--- src/rtl/edgecap_pkg.sv ---
package edgecap_pkg;

    typedef enum logic [1:0] {
        KIND_POL  = 2'd0,
        KIND_ENAB = 2'd1,
        KIND_ID   = 2'd2,
        KIND_RSVD = 2'd3
    } reg_kind_e;

    typedef enum logic [1:0] {
        ARM_FILL_A,
        ARM_FILL_B,
        ARM_FILL_C,
        ARM_RUN
    } arm_state_e;

endpackage

--- src/rtl/edgecap_sync.sv ---
module edgecap_sync #(
    parameter int W = 24
) (
    input  logic         clk,
    input  logic         rst_n,
    input  logic [W-1:0] d,
    output logic [W-1:0] cur,
    output logic [W-1:0] prev
);
    logic [W-1:0] stage1_q;
    logic [W-1:0] stage2_q;
    logic [W-1:0] hist_q;

    // two-flop resynchroniser followed by a one-cycle history register
    always_ff @(posedge clk or negedge rst_n) begin
        if (!rst_n) begin
            stage1_q <= '0;
            stage2_q <= '0;
            hist_q   <= '0;
        end else begin
            stage1_q <= d;
            stage2_q <= stage1_q;
            hist_q   <= stage2_q;
        end
    end

    assign cur  = stage2_q;
    assign prev = hist_q;
endmodule

--- src/rtl/edgecap_arm_fsm.sv ---
module edgecap_arm_fsm
    import edgecap_pkg::*;
(
    input  logic clk,
    input  logic rst_n,
    output logic armed
);
    arm_state_e state_q;
    arm_state_e state_d;

    // state register
    always_ff @(posedge clk or negedge rst_n) begin
        if (!rst_n) state_q <= ARM_FILL_A;
        else        state_q <= state_d;
    end

    // next-state: one fill state per synchronizer/history stage
    always_comb begin
        state_d = state_q;
        unique case (state_q)
            ARM_FILL_A: state_d = ARM_FILL_B;
            ARM_FILL_B: state_d = ARM_FILL_C;
            ARM_FILL_C: state_d = ARM_RUN;
            ARM_RUN:    state_d = ARM_RUN;
        endcase
    end

    // outputs
    always_comb begin
        armed = 1'b0;
        unique case (state_q)
            ARM_FILL_A, ARM_FILL_B, ARM_FILL_C: armed = 1'b0;
            ARM_RUN:                            armed = 1'b1;
        endcase
    end
endmodule

--- src/rtl/edgecap_port.sv ---
module edgecap_port #(
    parameter int W = 8
) (
    input  logic         clk,
    input  logic         rst_n,
    input  logic         armed,
    input  logic [W-1:0] cur,
    input  logic [W-1:0] prev,
    input  logic         wr_pol,
    input  logic         wr_en,
    input  logic         wr_id,
    input  logic [W-1:0] wdata,
    output logic [W-1:0] pol_q,
    output logic [W-1:0] en_q,
    output logic [W-1:0] id_q,
    output logic         pend
);
    logic [W-1:0] rise;
    logic [W-1:0] fall;
    logic [W-1:0] hit;
    logic [W-1:0] id_d;

    assign rise = cur & ~prev;
    assign fall = ~cur & prev;
    assign hit  = en_q & ((pol_q & rise) | (~pol_q & fall)) & {W{armed}};

    // masked write-back clears zeros; a fresh hit always wins
    always_comb begin
        if (wr_id) id_d = (id_q & wdata) | hit;
        else       id_d = id_q | hit;
    end

    always_ff @(posedge clk or negedge rst_n) begin
        if (!rst_n) begin
            pol_q <= '0;
            en_q  <= '0;
            id_q  <= '0;
        end else begin
            if (wr_pol) pol_q <= wdata;
            if (wr_en)  en_q  <= wdata;
            id_q <= id_d;
        end
    end

    assign pend = |id_q;
endmodule

--- src/rtl/edgecap_top.sv ---
module edgecap_top
    import edgecap_pkg::*;
#(
    parameter int NUM_PORTS = 3,
    parameter int PORT_W    = 8,
    parameter int IDX_W     = 2
) (
    input  logic                        clk,
    input  logic                        rst_n,
    input  logic [NUM_PORTS*PORT_W-1:0] pad_in,
    input  logic [IDX_W-1:0]            reg_idx,
    input  logic [1:0]                  reg_kind,
    input  logic [PORT_W-1:0]           reg_wdata,
    input  logic                        reg_we,
    output logic [PORT_W-1:0]           reg_rdata,
    output logic [NUM_PORTS-1:0]        pending,
    output logic                        irq
);
    localparam int LINES = NUM_PORTS * PORT_W;

    reg_kind_e kind;
    logic      armed;
    logic [LINES-1:0] sync_cur;
    logic [LINES-1:0] sync_prev;
    logic [NUM_PORTS-1:0][PORT_W-1:0] pol_w;
    logic [NUM_PORTS-1:0][PORT_W-1:0] en_w;
    logic [NUM_PORTS-1:0][PORT_W-1:0] id_w;

    assign kind = reg_kind_e'(reg_kind);

    edgecap_sync #(.W(LINES)) u_sync (
        .clk  (clk),
        .rst_n(rst_n),
        .d    (pad_in),
        .cur  (sync_cur),
        .prev (sync_prev)
    );

    edgecap_arm_fsm u_arm (
        .clk  (clk),
        .rst_n(rst_n),
        .armed(armed)
    );

    for (genvar p = 0; p < NUM_PORTS; p++) begin : g_port
        logic sel;
        assign sel = reg_we && (reg_idx == IDX_W'(p));

        edgecap_port #(.W(PORT_W)) u_port (
            .clk   (clk),
            .rst_n (rst_n),
            .armed (armed),
            .cur   (sync_cur[p*PORT_W +: PORT_W]),
            .prev  (sync_prev[p*PORT_W +: PORT_W]),
            .wr_pol(sel && (kind == KIND_POL)),
            .wr_en (sel && (kind == KIND_ENAB)),
            .wr_id (sel && (kind == KIND_ID)),
            .wdata (reg_wdata),
            .pol_q (pol_w[p]),
            .en_q  (en_w[p]),
            .id_q  (id_w[p]),
            .pend  (pending[p])
        );
    end

    // read mux: unmatched index or reserved kind reads zero
    always_comb begin
        reg_rdata = '0;
        for (int p = 0; p < NUM_PORTS; p++) begin
            if (reg_idx == IDX_W'(p)) begin
                unique case (kind)
                    KIND_POL:  reg_rdata = pol_w[p];
                    KIND_ENAB: reg_rdata = en_w[p];
                    KIND_ID:   reg_rdata = id_w[p];
                    KIND_RSVD: reg_rdata = '0;
                endcase
            end
        end
    end

    assign irq = |pending;
endmodule

--- config.mk ---
export PLATFORM = sky130hd
export DESIGN_NAME = edgecap_top
export DESIGN_NICKNAME = d
export VERILOG_FILES = /design/src/rtl/edgecap_pkg.sv /design/src/rtl/edgecap_sync.sv /design/src/rtl/edgecap_arm_fsm.sv /design/src/rtl/edgecap_port.sv /design/src/rtl/edgecap_top.sv
export SDC_FILE = /design/constraint.sdc
export NUM_CORES = 1
export LEC_CHECK = 0
export BUFFER_PORTS_ARGS = -buffer_cell sky130_fd_sc_hd__buf_2
export CORE_MARGIN = 3
export CORE_UTILIZATION = 55
export DETAILED_ROUTE_END_ITERATION = 12
export PLACE_DENSITY_LB_ADDON = 0.25
export SYNTH_ARGS = -nofsm -noshare
export SYNTH_HDL_FRONTEND = slang
export SYNTH_SLANG_ARGS = --single-unit
--- constraint.sdc ---
create_clock -name clk -period 2.4 [get_ports clk]
set_input_delay 0.36 -clock clk [delete_from_list [all_inputs] [get_ports clk]]
set_output_delay 0.36 -clock clk [all_outputs]
set_load 0.1 [all_outputs]
=== Word level (Yosys, flattened, before mapping) ===
Cells that the tools add are included.

* Register bits: 146
* Logic and storage cells: 92

* Equality and inequality tests: 8
* Mux-type cells: 11
* Bitwise logic cells: 39
* Reductions and logical operators: 21

{| class="wikitable"
|+ Operators by type and width
! operator !! number
|-
| $and A8 B8 Y8 || 21
|-
| $pmux W8 S4 || 3
|-
| $not A8 Y8 || 9
|-
| $or A8 B8 Y8 || 9
|-
| $mux W8 || 6
|-
| $reduce_or A24 Y1 || 1
|-
| $reduce_or A8 Y1 || 3
|-
| $logic_and A1 B1 Y1 || 12
|-
| $eq A2 B2 Y1 const B || 5
|-
| $eq A2 B1 Y1 const B || 3
|-
| $logic_not A2 Y1 || 3
|-
| $pmux W2 S3 || 1
|-
| $reduce_or A3 Y1 || 1
|-
| $pmux W1 S2 || 1
|-
| $reduce_or A2 Y1 || 1
|}

=== Depth between registers and ports, before layout ===
* Depth in word-level cells: 8
* Depth in mapped cells: 6
* Gate-level depth less buffers: 3

=== By module ===
From an unflattened synthesis, not the netlist that was laid out.

* Cells, all modules: 422
* Area, all modules: 6069.6 um^2

{| class="wikitable"
|+ By module, submodules not included
! module !! times used !! cells each !! area each (um^2) !! sequential area each (um^2)
|-
| edgecap_port || 3 || 86 || 1146.1 || 600.6
|-
| edgecap_sync || 1 || 72 || 1801.7 || 1801.7
|-
| edgecap_top || 1 || 87 || 759.5 || 0.0
|-
| edgecap_arm_fsm || 1 || 5 || 70.1 || 50.0
|}

=== Least setup slack after synthesis ===
OpenSTA, ideal clock, no wires.

* Path kind: input port to output port
* Start: in reg_kind[1]
* End: out reg_rdata[0]
* Arrival: 3.316 ns
* Data required time: 2.040 ns
* Slack: -1.276 ns
* Stages on the path: 5
* Buffers on the path: 2
* Path through: buf_2 > buf_2 > and2b_1 > a221oi_1 > o32ai_1

* Word-level cells in the longest chain between the ends: 5
* Elaborated cells on any way between the ends: 10
* Classes of those cells: eq/ne (3); mux (6); reduce/logical (1)

{| class="wikitable"
|+ RTL lines
! what !! RTL line !! text
|-
| start, declared || edgecap_top.sv:12 || <nowiki>input logic [1:0] reg_kind,</nowiki>
|-
| $eq A2 B2 Y1 (tied with other cells) || edgecap_top.sv:71 || <nowiki>unique case (kind)</nowiki>
|-
| $pmux W8 S4 || edgecap_top.sv:71 ||
|-
| $mux W8 (2 in series) || edgecap_top.sv:70 || <nowiki>if (reg_idx == IDX_W'(p)) begin</nowiki>
|-
| $mux W8 * || edgecap_top.sv:70 ||
|-
| end, declared || edgecap_top.sv:15 || <nowiki>output logic [PORT_W-1:0] reg_rdata,</nowiki>
|}

Every way passes the cells marked *; elsewhere a longest branch is shown, timed or not.

=== Worst setup path in the final report ===
* Start: reg g_port[2].u_port.id_q[2]
* End: out irq

* Word-level cells in the longest chain between the ends: 1

{| class="wikitable"
|+ RTL lines
! what !! RTL line !! text
|-
| start, declared || edgecap_port.sv:15 || <nowiki>output logic [W-1:0] id_q,</nowiki>
|-
| start signal, assigned || edgecap_port.sv:41 || <nowiki>id_q <= id_d;</nowiki>
|-
| $reduce_or A24 Y1 || edgecap_top.sv:81 || <nowiki>assign irq = |pending;</nowiki>
|-
| end, declared || edgecap_top.sv:17 || <nowiki>output logic irq</nowiki>
|}

Every way passes these cells.

==> flow_metrics.tcl <==
set metrics [dict create \
    outcome "completed" \
    max-vdd-ir-drop_v 0.0007399 \
    synth_most_common_cell "sky130_fd_sc_hd__dfrtp_1" \
    max_stage_delay_ps 430 \
    globalRoute.totalOverflow 0 \
    synth_top_cells_by_count "146 x sky130_fd_sc_hd__dfrtp_1, 64 x sky130_fd_sc_hd__mux2_2, 27 x sky130_fd_sc_hd__nand2_1" \
    fp.dieH_um 110.6 \
    clock-skew-final_ps 9.126 \
    p_sw_mw 1.902 \
    critPathArrivalTime_ps 2010 \
    power.static_leakage_nw 3.224 \
    critical_path_peak_fanout 3 \
    internal_portion_of_total_power_mw 5.112 \
    clock_power_share_pct 37.9 \
    power.density_cell_area_mw_per_mm2 908.2 \
    slowest_stage "sky130_fd_sc_hd__or3_4" \
    synthesis.nets 503 \
    grt_max_degree 59 \
    post_synth_inst_count 464 \
    avgViaCountPerCell 5.911 \
    critPathCaptureType "output port" \
    grt.total_usage_pct 24.21 \
    worst-r2r-setup-slack_ps 1290 \
    post-synth-top-area-cell "sky130_fd_sc_hd__dfrtp_1" \
    sw_frac_of_total_pct 27.12 \
    timing_max_transition_violations_final 0 \
    io_buffer_count 50 \
    post_route_cells_drive_above_1_share_pct 37.50 \
    finish.utilization_pct 73.81 \
    antenna_violations_before_repair 0 \
    required_ps 2040 \
    netlist_area_mm2 0.006013 \
    floorplan.io_pins 51 \
    htree_num_levels 4 \
    cts_root_buffer "sky130_fd_sc_hd__clkbuf_8" \
    synth.yosys.seq_area_share_pct 60.76 \
    crit_start_category "flop" \
    clock_latency_ps 540 \
    estimated_wirelength_of_the_detail_placed_design_mm 9.313 \
    gpl.final_weighted_congestion 0.9321 \
    grt_first_pass_wirelength_mm 22.93 \
    cts.clk_slew.worst_paths_ps 60 \
    synth-edff-count 0 \
    netlist_top_cells_area "sky130_fd_sc_hd__dfrtp_1 61%, sky130_fd_sc_hd__mux2_2 12%, sky130_fd_sc_hd__nor3b_1 3.0%" \
    hold_path_class "primary input to flop" \
    drt_first_pass_iters 4 \
    p_seq_share_pct 44.7 \
    max_cap_violations 0 \
    crit_chain "nor4_2 > nand2_1 > or3_4 > buf_12" \
    fin_nets 586 \
    drtIter0Drc 313 \
    clock_sinks 146 \
    holdWs_ps 230.0 \
    period_share_pct 98.83 \
    max_slew_margin_pct 61.54 \
    tritoncts.num_buffers 17 \
    number_of_global_route_vias_before_repair 4414 \
    worst_slew_pin_slew_ps 576.9 \
    die_area_mm2 0.01222 \
    synth_top_flop_cell "sky130_fd_sc_hd__dfrtp_1" \
    critPathKind "flop to output port" \
    ant_nets 0 \
    area_delta_synth_final_pct 28.42 \
    placeableCoreArea_mm2 0.01046 \
    yosys_warnings 0 \
    wl_per_cell_um 20.20 \
    max_clock_freq_mhz 421.6 \
    placement_rows 37 \
    timing.final.setup_violations 0 \
    routed-via-count 4114 \
    antenna-diode-count 0 \
    post_synth_num_cell_types 33 \
    comb_power_share_pct 17.4 \
    rsz0062_at_grt "true" \
    post-route-drc-count 0 \
    postSynthAreaPerCell_um2 12.96 \
    post-synth-top-area-fraction_pct 60.76 \
    start_util_pct 57.47 \
    die_w_um 110.6 \
    ys_seq_elements 146 \
    ctsLongestPathBuffers 2 \
    period_needed_ps 2372 \
    cts_tree "built" \
    ys_async_sr_fraction_pct 100.0 \
    finalWirelength_mm 14.06 \
    number_of_endpoints_with_negative_hold_slack_in_the_final_report 0 \
]
## power groups by stage
| stage | Clock, mW | Combinational [mW] | Sequential, mW |
|---|---|---|---|
| floorplan | 0 | 0.833 | 3.03 |
| global placement | 0 | 1.11 | 3.12 |
| detailed placement | 0 | 1.15 | 3.14 |
| CTS | 2.70 | 1.19 | 3.11 |
| global route | 2.82 | 1.33 | 3.18 |
| finish | 2.66 | 1.22 | 3.13 |
## what timing repair did
item                       4_1_cts  5_1_grt
pin swaps                        3        4
hold buffers                    25        0
resized for setup                7       20
setup buffers                    2        4
setup endpoints to repair        1        9
hold endpoints to repair        79        0
## placed cells by master, fill, tap and decap left out, types with 2 or more instances in the layout
cell                            count
sky130_fd_sc_hd__buf_12            10
sky130_fd_sc_hd__bufinv_16          3
sky130_fd_sc_hd__mux2_2            64
sky130_fd_sc_hd__buf_4             21
sky130_fd_sc_hd__buf_2             40
sky130_fd_sc_hd__o21ai_0           24
sky130_fd_sc_hd__clkbuf_8           5
sky130_fd_sc_hd__nand2b_1           5
sky130_fd_sc_hd__clkinvlp_4         3
sky130_fd_sc_hd__nor2b_1           25
sky130_fd_sc_hd__clkbuf_16         16
sky130_fd_sc_hd__a21oi_1           24
sky130_fd_sc_hd__nand2_1           27
sky130_fd_sc_hd__and3b_1            7
sky130_fd_sc_hd__nor3b_1           24
sky130_fd_sc_hd__mux2_4             8
sky130_fd_sc_hd__dlygate4sd3_1     25
sky130_fd_sc_hd__nand3b_1           2
sky130_fd_sc_hd__o31ai_1           24
sky130_fd_sc_hd__a211oi_2           6
sky130_fd_sc_hd__clkinv_2           5
sky130_fd_sc_hd__nor4_2             3
sky130_fd_sc_hd__a22oi_1            8
sky130_fd_sc_hd__a221oi_2           9
sky130_fd_sc_hd__nor4_1             2
sky130_fd_sc_hd__o32ai_4            8
sky130_fd_sc_hd__dfrtp_1          145
## flip-flops by register name, summed over array words and instances (netlist names)
signal,count
u_arm.state_q,2
u_sync.cur,24
u_sync.prev,24
g_port.u_port.id_q,24
g_port.u_port.en_q,24
g_port.u_port.pol_q,24
u_sync.stage1_q,24
## worst paths after layout
path,startpoint,to,cells after the start
max in group asynchronous,rst_n,u_arm.state_q[0]$_DFF_PN0_,3
min reg2reg,u_sync.stage1_q[4]$_DFF_PN0_,u_sync.cur[4]$_DFF_PN0_,0
min,reg_wdata[7],g_port[1].u_port.pol_q[7]$_DFFE_PN0P_,2
max,g_port[2].u_port.id_q[2]$_DFF_PN0_,irq,4
max reg2reg,u_arm.state_q[0]$_DFF_PN0_,g_port[0].u_port.id_q[6]$_DFF_PN0_,4
min in group asynchronous,rst_n,u_sync.prev[3]$_DFF_PN0_,2
## cell type report
| class | count | area (um^2) |
|---|---|---|
| Fill cell | 677 | 2740 |
| Sequential cell | 146 | 3655 |
| Timing Repair Buffer | 97 | 819.5 |
| Inverter | 3 | 15.01 |
| Clock buffer | 22 | 473.0 |
| Clock inverter | 10 | 130.1 |
| Tap cell | 136 | 170.2 |
| Multi-Input combinational cell | 282 | 2460 |
## routing by layer
layer	share of wire, %	vias up	track usage [%]
li1	-	1862	-
met1	41	2107	30.46
met2	51	121	39.52
met3	5.9	24	7.288
met4	2.3	0	9.360
met5	0	-	0
## cells by family (layout without fill, tap and decap cells)
group | after synthesis | count (layout) | share of synthesized area (%)
flip-flops | 146 | 146 | 60.76
multiplexers | 72 | 72 | 13.98
AND/OR/NAND/NOR | 106 | 106 | 11.01
AO/OA/AOI/OAI | 104 | 104 | 11.34
buffers and inverters | 36 | 132 | 2.913
## critical path, delay by kind of cell, from the launching register on
family / cells / cell delay (ps)
flops: 1 / 400
buf+inv: 1 / 180
simple gates: 3 / 900
## metrics by stage
| step | cell area [um^2] | TNS (ps) | power, mW | setup WS, ps | instances |
|---|---|---|---|---|---|
| 6_report | 7722 | 0 | 7.014 | 28.05 | 696 |
| 2_1_floorplan | 6163 | 0 | 3.864 | 5.934 | 464 |
| 3_5_place_dp | 6679 | 0 | 4.287 | 57.45 | 633 |
| 5_1_grt | 7722 | -213.7 | 7.326 | -60.63 | 696 |
| 4_1_cts | 7581 | 0 | 7.002 | 0.4918 | 692 |
| 3_3_place_gp | 6679 | 0 | 4.228 | 182.6 | 633 |
Power figures use the tool's default switching activity.
